[src/rtl/mdio_pkg.sv]
package mdio_pkg;
  localparam int REG_W    = 32;
  localparam int OFS_STAT = 0;
  localparam int OFS_CMD  = 4;
  localparam int GO_BIT   = 31;
  localparam int OP_BIT   = 26;
  localparam int PA_LSB   = 21;
  localparam int RA_LSB   = 16;
  localparam int ERR_BIT  = 31;
  localparam int FLD_W    = 5;
  localparam int DAT_W    = 16;

  typedef struct packed {
    logic loadFrame;
    logic shiftBit;
    logic sampleTa;
    logic sampleData;
    logic finish;
  } mdioStrobes_t;
endpackage

[src/rtl/mdio_ctrl.sv]
module mdio_ctrl
  import mdio_pkg::*;
#(
  parameter int CLK_DIV = 4,
  parameter int PRE_LEN = 32
) (
  input  logic         clk,
  input  logic         rstN,
  input  logic         launch,
  input  logic         isRead,
  output logic         busy,
  output logic         mdc,
  output logic         mdioOe,
  output mdioStrobes_t st
);
  localparam int FRAME_LEN = PRE_LEN + 32;
  localparam int CNT_W     = $clog2(FRAME_LEN);
  localparam int DIV_W     = $clog2(CLK_DIV + 1);
  localparam int TA_IDX    = PRE_LEN + 14;
  localparam int TA2_IDX   = PRE_LEN + 15;
  localparam int DATA_IDX  = PRE_LEN + 16;
  localparam int LAST_IDX  = FRAME_LEN - 1;

  logic [DIV_W-1:0] divCnt;
  logic [CNT_W-1:0] bitCnt;
  logic tick, riseEv, fallEv, lastBit;

  assign tick    = busy && (divCnt == DIV_W'(CLK_DIV - 1));
  assign riseEv  = tick && !mdc;
  assign fallEv  = tick && mdc;
  assign lastBit = (bitCnt == CNT_W'(LAST_IDX));

  always_comb begin
    st            = '0;
    st.loadFrame  = launch && !busy;
    st.shiftBit   = fallEv;
    st.sampleTa   = riseEv && (bitCnt == CNT_W'(TA2_IDX));
    st.sampleData = riseEv && (bitCnt >= CNT_W'(DATA_IDX));
    st.finish     = fallEv && lastBit;
  end

  assign mdioOe = busy && !(isRead && (bitCnt >= CNT_W'(TA_IDX)));

  always_ff @(posedge clk or negedge rstN) begin
    if (!rstN) begin
      busy   <= 1'b0;
      mdc    <= 1'b0;
      divCnt <= '0;
      bitCnt <= '0;
    end else if (st.loadFrame) begin
      busy   <= 1'b1;
      mdc    <= 1'b0;
      divCnt <= '0;
      bitCnt <= '0;
    end else if (busy) begin
      if (tick) begin
        divCnt <= '0;
        mdc    <= ~mdc;
        if (fallEv) begin
          if (lastBit) busy <= 1'b0;
          else         bitCnt <= bitCnt + 1'b1;
        end
      end else begin
        divCnt <= divCnt + 1'b1;
      end
    end
  end
endmodule

[src/rtl/mdio_dp.sv]
module mdio_dp
  import mdio_pkg::*;
#(
  parameter int ADDR_W  = 4,
  parameter int PRE_LEN = 32
) (
  input  logic              clk,
  input  logic              rstN,
  input  logic              regWrEn,
  input  logic [ADDR_W-1:0] regAddr,
  input  logic [REG_W-1:0]  regWrData,
  output logic [REG_W-1:0]  regRdData,
  input  logic              busy,
  input  mdioStrobes_t      st,
  input  logic              mdioIn,
  output logic              mdioOut,
  output logic              launch,
  output logic              isRead,
  output logic [REG_W-1:0]  statusWord,
  output logic [REG_W-1:0]  cmdWord
);
  localparam int FRAME_LEN = PRE_LEN + 32;

  logic             cmdWr;
  logic             wOp;
  logic [FLD_W-1:0] wPa, wRa;
  logic [DAT_W-1:0] wDat;

  logic             cmdOp;
  logic [FLD_W-1:0] cmdPa, cmdRa;
  logic [DAT_W-1:0] cmdData;
  logic [FRAME_LEN-1:0] shiftReg;
  logic [DAT_W-1:0] rdShift;
  logic             taErr;
  logic             stErr;
  logic [DAT_W-1:0] stData;

  assign cmdWr  = regWrEn && (regAddr == ADDR_W'(OFS_CMD)) && !busy;
  assign launch = cmdWr && regWrData[GO_BIT];
  assign wOp    = regWrData[OP_BIT];
  assign wPa    = regWrData[PA_LSB +: FLD_W];
  assign wRa    = regWrData[RA_LSB +: FLD_W];
  assign wDat   = regWrData[DAT_W-1:0];

  assign isRead  = !cmdOp;
  assign mdioOut = shiftReg[FRAME_LEN-1];

  always_ff @(posedge clk or negedge rstN) begin
    if (!rstN) begin
      cmdOp   <= 1'b0;
      cmdPa   <= '0;
      cmdRa   <= '0;
      cmdData <= '0;
    end else if (cmdWr) begin
      cmdOp   <= wOp;
      cmdPa   <= wPa;
      cmdRa   <= wRa;
      cmdData <= wDat;
    end
  end

  always_ff @(posedge clk or negedge rstN) begin
    if (!rstN) begin
      shiftReg <= '1;
    end else if (st.loadFrame) begin
      shiftReg <= {{PRE_LEN{1'b1}}, 2'b01,
                   (wOp ? 2'b01 : 2'b10), wPa, wRa,
                   (wOp ? 2'b10 : 2'b11),
                   (wOp ? wDat : {DAT_W{1'b1}})};
    end else if (st.shiftBit) begin
      shiftReg <= {shiftReg[FRAME_LEN-2:0], 1'b1};
    end
  end

  always_ff @(posedge clk or negedge rstN) begin
    if (!rstN) begin
      taErr   <= 1'b0;
      rdShift <= '0;
    end else begin
      if (st.sampleTa)   taErr   <= mdioIn;
      if (st.sampleData) rdShift <= {rdShift[DAT_W-2:0], mdioIn};
    end
  end

  always_ff @(posedge clk or negedge rstN) begin
    if (!rstN) begin
      stErr  <= 1'b0;
      stData <= '0;
    end else if (st.finish && !cmdOp) begin
      stErr  <= taErr;
      stData <= rdShift;
    end
  end

  assign statusWord = {stErr, {(REG_W-DAT_W-1){1'b0}}, stData};
  assign cmdWord    = {busy, 4'b0000, cmdOp, cmdPa, cmdRa, cmdData};

  always_comb begin
    if (regAddr == ADDR_W'(OFS_STAT))     regRdData = statusWord;
    else if (regAddr == ADDR_W'(OFS_CMD)) regRdData = cmdWord;
    else                                  regRdData = '0;
  end
endmodule

[src/rtl/mdio_master.sv]
module mdio_master
  import mdio_pkg::*;
#(
  parameter int CLK_DIV = 4,
  parameter int PRE_LEN = 32,
  parameter int ADDR_W  = 4
) (
  input  logic              clk,
  input  logic              rstN,
  input  logic              regWrEn,
  input  logic [ADDR_W-1:0] regAddr,
  input  logic [31:0]       regWrData,
  output logic [31:0]       regRdData,
  output logic              mdc,
  output logic              mdioOut,
  output logic              mdioOe,
  input  logic              mdioIn
);
  mdioStrobes_t st;
  logic launch, isRead, busy;
  logic [REG_W-1:0] statusWord, cmdWord;
  logic [26:0] cmdLow;

  assign cmdLow = cmdWord[26:0];

  mdio_ctrl #(.CLK_DIV(CLK_DIV), .PRE_LEN(PRE_LEN)) uCtrl (
    .clk(clk), .rstN(rstN), .launch(launch), .isRead(isRead),
    .busy(busy), .mdc(mdc), .mdioOe(mdioOe), .st(st)
  );

  mdio_dp #(.ADDR_W(ADDR_W), .PRE_LEN(PRE_LEN)) uDp (
    .clk(clk), .rstN(rstN), .regWrEn(regWrEn), .regAddr(regAddr),
    .regWrData(regWrData), .regRdData(regRdData), .busy(busy), .st(st),
    .mdioIn(mdioIn), .mdioOut(mdioOut), .launch(launch), .isRead(isRead),
    .statusWord(statusWord), .cmdWord(cmdWord)
  );
endmodule

[config.mk]
export PLATFORM = sky130hd
export DESIGN_NAME = mdio_master
export DESIGN_NICKNAME = d
export VERILOG_FILES = /design/src/rtl/mdio_pkg.sv /design/src/rtl/mdio_ctrl.sv /design/src/rtl/mdio_dp.sv /design/src/rtl/mdio_master.sv
export SDC_FILE = /design/constraint.sdc
export NUM_CORES = 1
export LEC_CHECK = 0
export BUFFER_PORTS_ARGS = -buffer_cell sky130_fd_sc_hd__buf_4
export CORE_MARGIN = 10
export CORE_UTILIZATION = 50
export DETAILED_ROUTE_END_ITERATION = 10
export PLACE_DENSITY = 0.73
export SLEW_MARGIN = 0
export SYNTH_ARGS = -nofsm -noshare
export SYNTH_HDL_FRONTEND = slang
export SYNTH_SLANG_ARGS = --single-unit
[constraint.sdc]
create_clock -name clk -period 1.8 [get_ports clk]
set_input_delay 0 -clock clk [delete_from_list [all_inputs] [get_ports clk]]
set_output_delay 0 -clock clk [all_outputs]
set_load 0.05 [all_outputs]
==> results.cfg <==
[run_status]
status = finished clean

[routing]
routed-wl-met2_um = 6620
ant_nets = 0
route.met3.wl_um = 611
viasPerCell = 5.45
drcViolationCount = 0
first_iter_violations = 463
wl_met1_um = 5940
wl_per_cell_um = 16.6
dr.pass1.iters = 5
postRouteWirelength_um = 13400
vias = 4392
highest_layer = met4

[timing]
setup_violations = 0
post-route-period-util_pct = 98.0
finalMaxSlewViolations = 0
clock_skew_ns = 0.00670
whs_ns = 0.0753
fmax_ghz = 0.567
hold_violations = 0
setup_ws_ns = 0.0369
period_needed_ns = 1.76
rsz0062_at_grt = yes

[power_and_ir_drop]
power_leakage_nw = 3.67
combinationalPowerShare_pct = 20.2
p_int_mw = 7.88
p_seq_share_pct = 46.7
power_density_nw_per_um2 = 1400
p_clk_share_pct = 33.0
p_sw_mw = 3.06
vdd_drop_max_mv = 0.841
netSwitchingFraction_pct = 27.9

[yosys]
synthTopCellsByCount = nand2_1, dfrtp_1, dfstp_2
synth_area_um2 = 6060
synth-seq-cells = 136
synth_most_common_cell = nand2_1
synth.avg_cell_area_um2 = 11.2
yosys_warnings = 0
synth_top_area_share_pct = 29.8
syn-instance-count = 542
ys_seq_area_share_pct = 57.5
dominantRegCellSynth = dfrtp_1
synth_area_leaders = dfrtp_1, dfstp_2, nand2_1, mux2_2, mux2_4
ys_async_sr_fraction_pct = 100
ys_types = 44
synth_edf_count = 0
synth_top_cell_by_area = dfrtp_1

[placed_design]
pre_cts_ws_ns = 0.0787
port_buffers = 66
dp_hpwl_um = 8450
gp_congestion = 0.759

[global_route]
grt_antenna_before_repair = 0
first_global_vias = 4689
gr-total-overflow = 0
grt_max_degree = 74
grt_first_pass_wirelength_um = 23200
track_usage_pct = 17.1

[finish]
nNetsFinal = 689
diodes = 0
drive_gt1_share_pct = 39.2
syn_to_final_growth_pct = 28.9

[clock_network]
clk_latency_ns = 0.41
h-tree-depth = 4
cts_tree = built
max-clock-path-buffers = 2
root_buffer = clkbuf_16
cts.sink_count = 136
cts.reportedPaths.clkPinSlew_ns = 0.06
cts_made_buffers = 17

[setup_path]
reg2reg_slack_ns = 0.06
required_ns = 1.80
reg2regPathDepth = 6
endpoint_kind = output port
r2r-end = uDp.stData[1]$_DFFE_PN0P_
crit_type = register to output port
reg2reg_from = uCtrl.divCnt[0]$_DFFE_PN0P_
crit_path_max_fanout = 5
worst_ep_arrival_time_ns = 1.76
startpoint_type = register

[die]
ios = 75
die_h_um = 130
die_area_um2 = 16900
die_x_um = 130
start_util_pct = 50.8
core_area_um2 = 11900
row_count = 40

[worst_hold_path]
hold_class = input pin to async pin

[flow_run]
cap_violations = 0
## critical path, stage by stage, from the launching register on
cell     delay [ns]
dfrtp_1        0.39
buf_6          0.14
ha_4           0.14
or2_4          0.22
a31oi_1        0.13
o31a_1         0.17
buf_6          0.16
## worst max-delay path by stage
stage,slack (ns),end,start
3_3_place_gp,0.13,uDp.stData[4]$_DFFE_PN0P_,uCtrl.divCnt[0]$_DFFE_PN0P_
6_report,0.04,mdioOe,uCtrl.bitCnt[1]$_DFFE_PN0P_
5_1_grt,-0.04,mdioOe,uCtrl.bitCnt[1]$_DFFE_PN0P_
3_5_place_dp,0.08,uDp.stData[1]$_DFFE_PN0P_,uCtrl.divCnt[0]$_DFFE_PN0P_
4_1_cts,-0.009,mdioOe,uCtrl.bitCnt[1]$_DFFE_PN0P_
2_1_floorplan,-0.004,uDp.stData[10]$_DFFE_PN0P_,uCtrl.mdc$_DFFE_PN0P_
## metrics by stage
step	power, mW	std cells	util (%)	instance area, um2	setup TNS, ns
4_1_cts	11.0	806	65.2	7770	-0.00942
6_report	10.9	806	65.5	7800	0
2_1_floorplan	6.48	545	-	6070	-0.0396
3_5_place_dp	7.15	740	56.8	6770	0
3_3_place_gp	7.00	740	56.8	6770	0
5_1_grt	11.6	806	65.5	7800	-0.0429
## state kept, by name, indices dropped and copies added (netlist names)
name          count
uCtrl.bitCnt      6
uCtrl.busy        1
uCtrl.divCnt      3
uCtrl.mdc         1
uDp.cmdData      16
uDp.cmdOp         1
uDp.cmdPa         5
uDp.cmdRa         5
uDp.rdShift      16
uDp.shiftReg     64
uDp.stData       16
uDp.stErr         1
uDp.taErr         1
## kinds of logic (layout without fill, tap and decap cells)
logic type               after synthesis  in the layout  share of synthesized area (%)
AND/OR/NAND/NOR                      233            233                           18.6
buffers and inverters                 45            159                           3.78
AO/OA/AOI/OAI                         62             62                           7.09
XOR/XNOR                               1              1                          0.145
adder cells (fa/ha/maj)                3              3                          0.620
flip-flops                           136            136                           57.5
other                                  1              4                         0.0619
multiplexers                          61             61                           12.2
## metal layers
layer,GRT usage [%],up-vias
met2,27.0,92
met3,5.03,18
met4,6.68,0
met5,0,-
met1,21.6,2208
li1,-,2074
## power by group through the flow
stage / combinational, mW / sequential [mW] / clock, mW
after floorplan: 1.47 / 5.01 / 0
after global placement: 1.95 / 5.05 / 0
after detailed placement: 2.03 / 5.11 / 0
after CTS: 2.21 / 5.10 / 3.66
after global routing: 2.52 / 5.25 / 3.82
final: 2.21 / 5.11 / 3.61
## timing repair
item | CTS | global route
hold endpoints to repair | 142 | 0
cloned | 1 | 0
endpoints found under the setup margin | 1 | 39
hold buffers | 29 | 0
buffers inserted | 4 | 0
gates resized for setup | 10 | 6
pin swaps | 3 | 2
## area by class of cell
cell class,count,area (um2)
multi-input cells,364,2420
flip-flops and latches,136,3480
clock buffers,21,440
well taps,147,184
inverters,4,15.0
clock inverters,11,173
repair buffers,123,1080
fillers,885,4110
## placed cells by master (no fill, tap or decap), types with 3 or more instances in the layout
cell | synthesis | layout
nand2b_1 | 3 | 3
mux2_4 | 15 | 15
mux2_2 | 43 | 43
buf_12 | 0 | 4
clkbuf_1 | 14 | 4
o21ai_0 | 6 | 6
a21oi_1 | 4 | 4
buf_4 | 4 | 84
nand3_1 | 41 | 41
bufinv_16 | 0 | 4
nand2_1 | 133 | 133
ha_4 | 0 | 3
dfstp_2 | 64 | 64
nor3b_1 | 15 | 13
dfrtp_1 | 72 | 71
inv_1 | 4 | 3
and2_1 | 11 | 11
nor2_1 | 14 | 14
dlygate4sd3_1 | 0 | 29
buf_6 | 3 | 5
conb_1 | 1 | 4
a22o_1 | 17 | 17
a31oi_1 | 29 | 29
clkinv_4 | 0 | 3
clkbuf_16 | 0 | 17
Power figures use the tool's default switching activity.
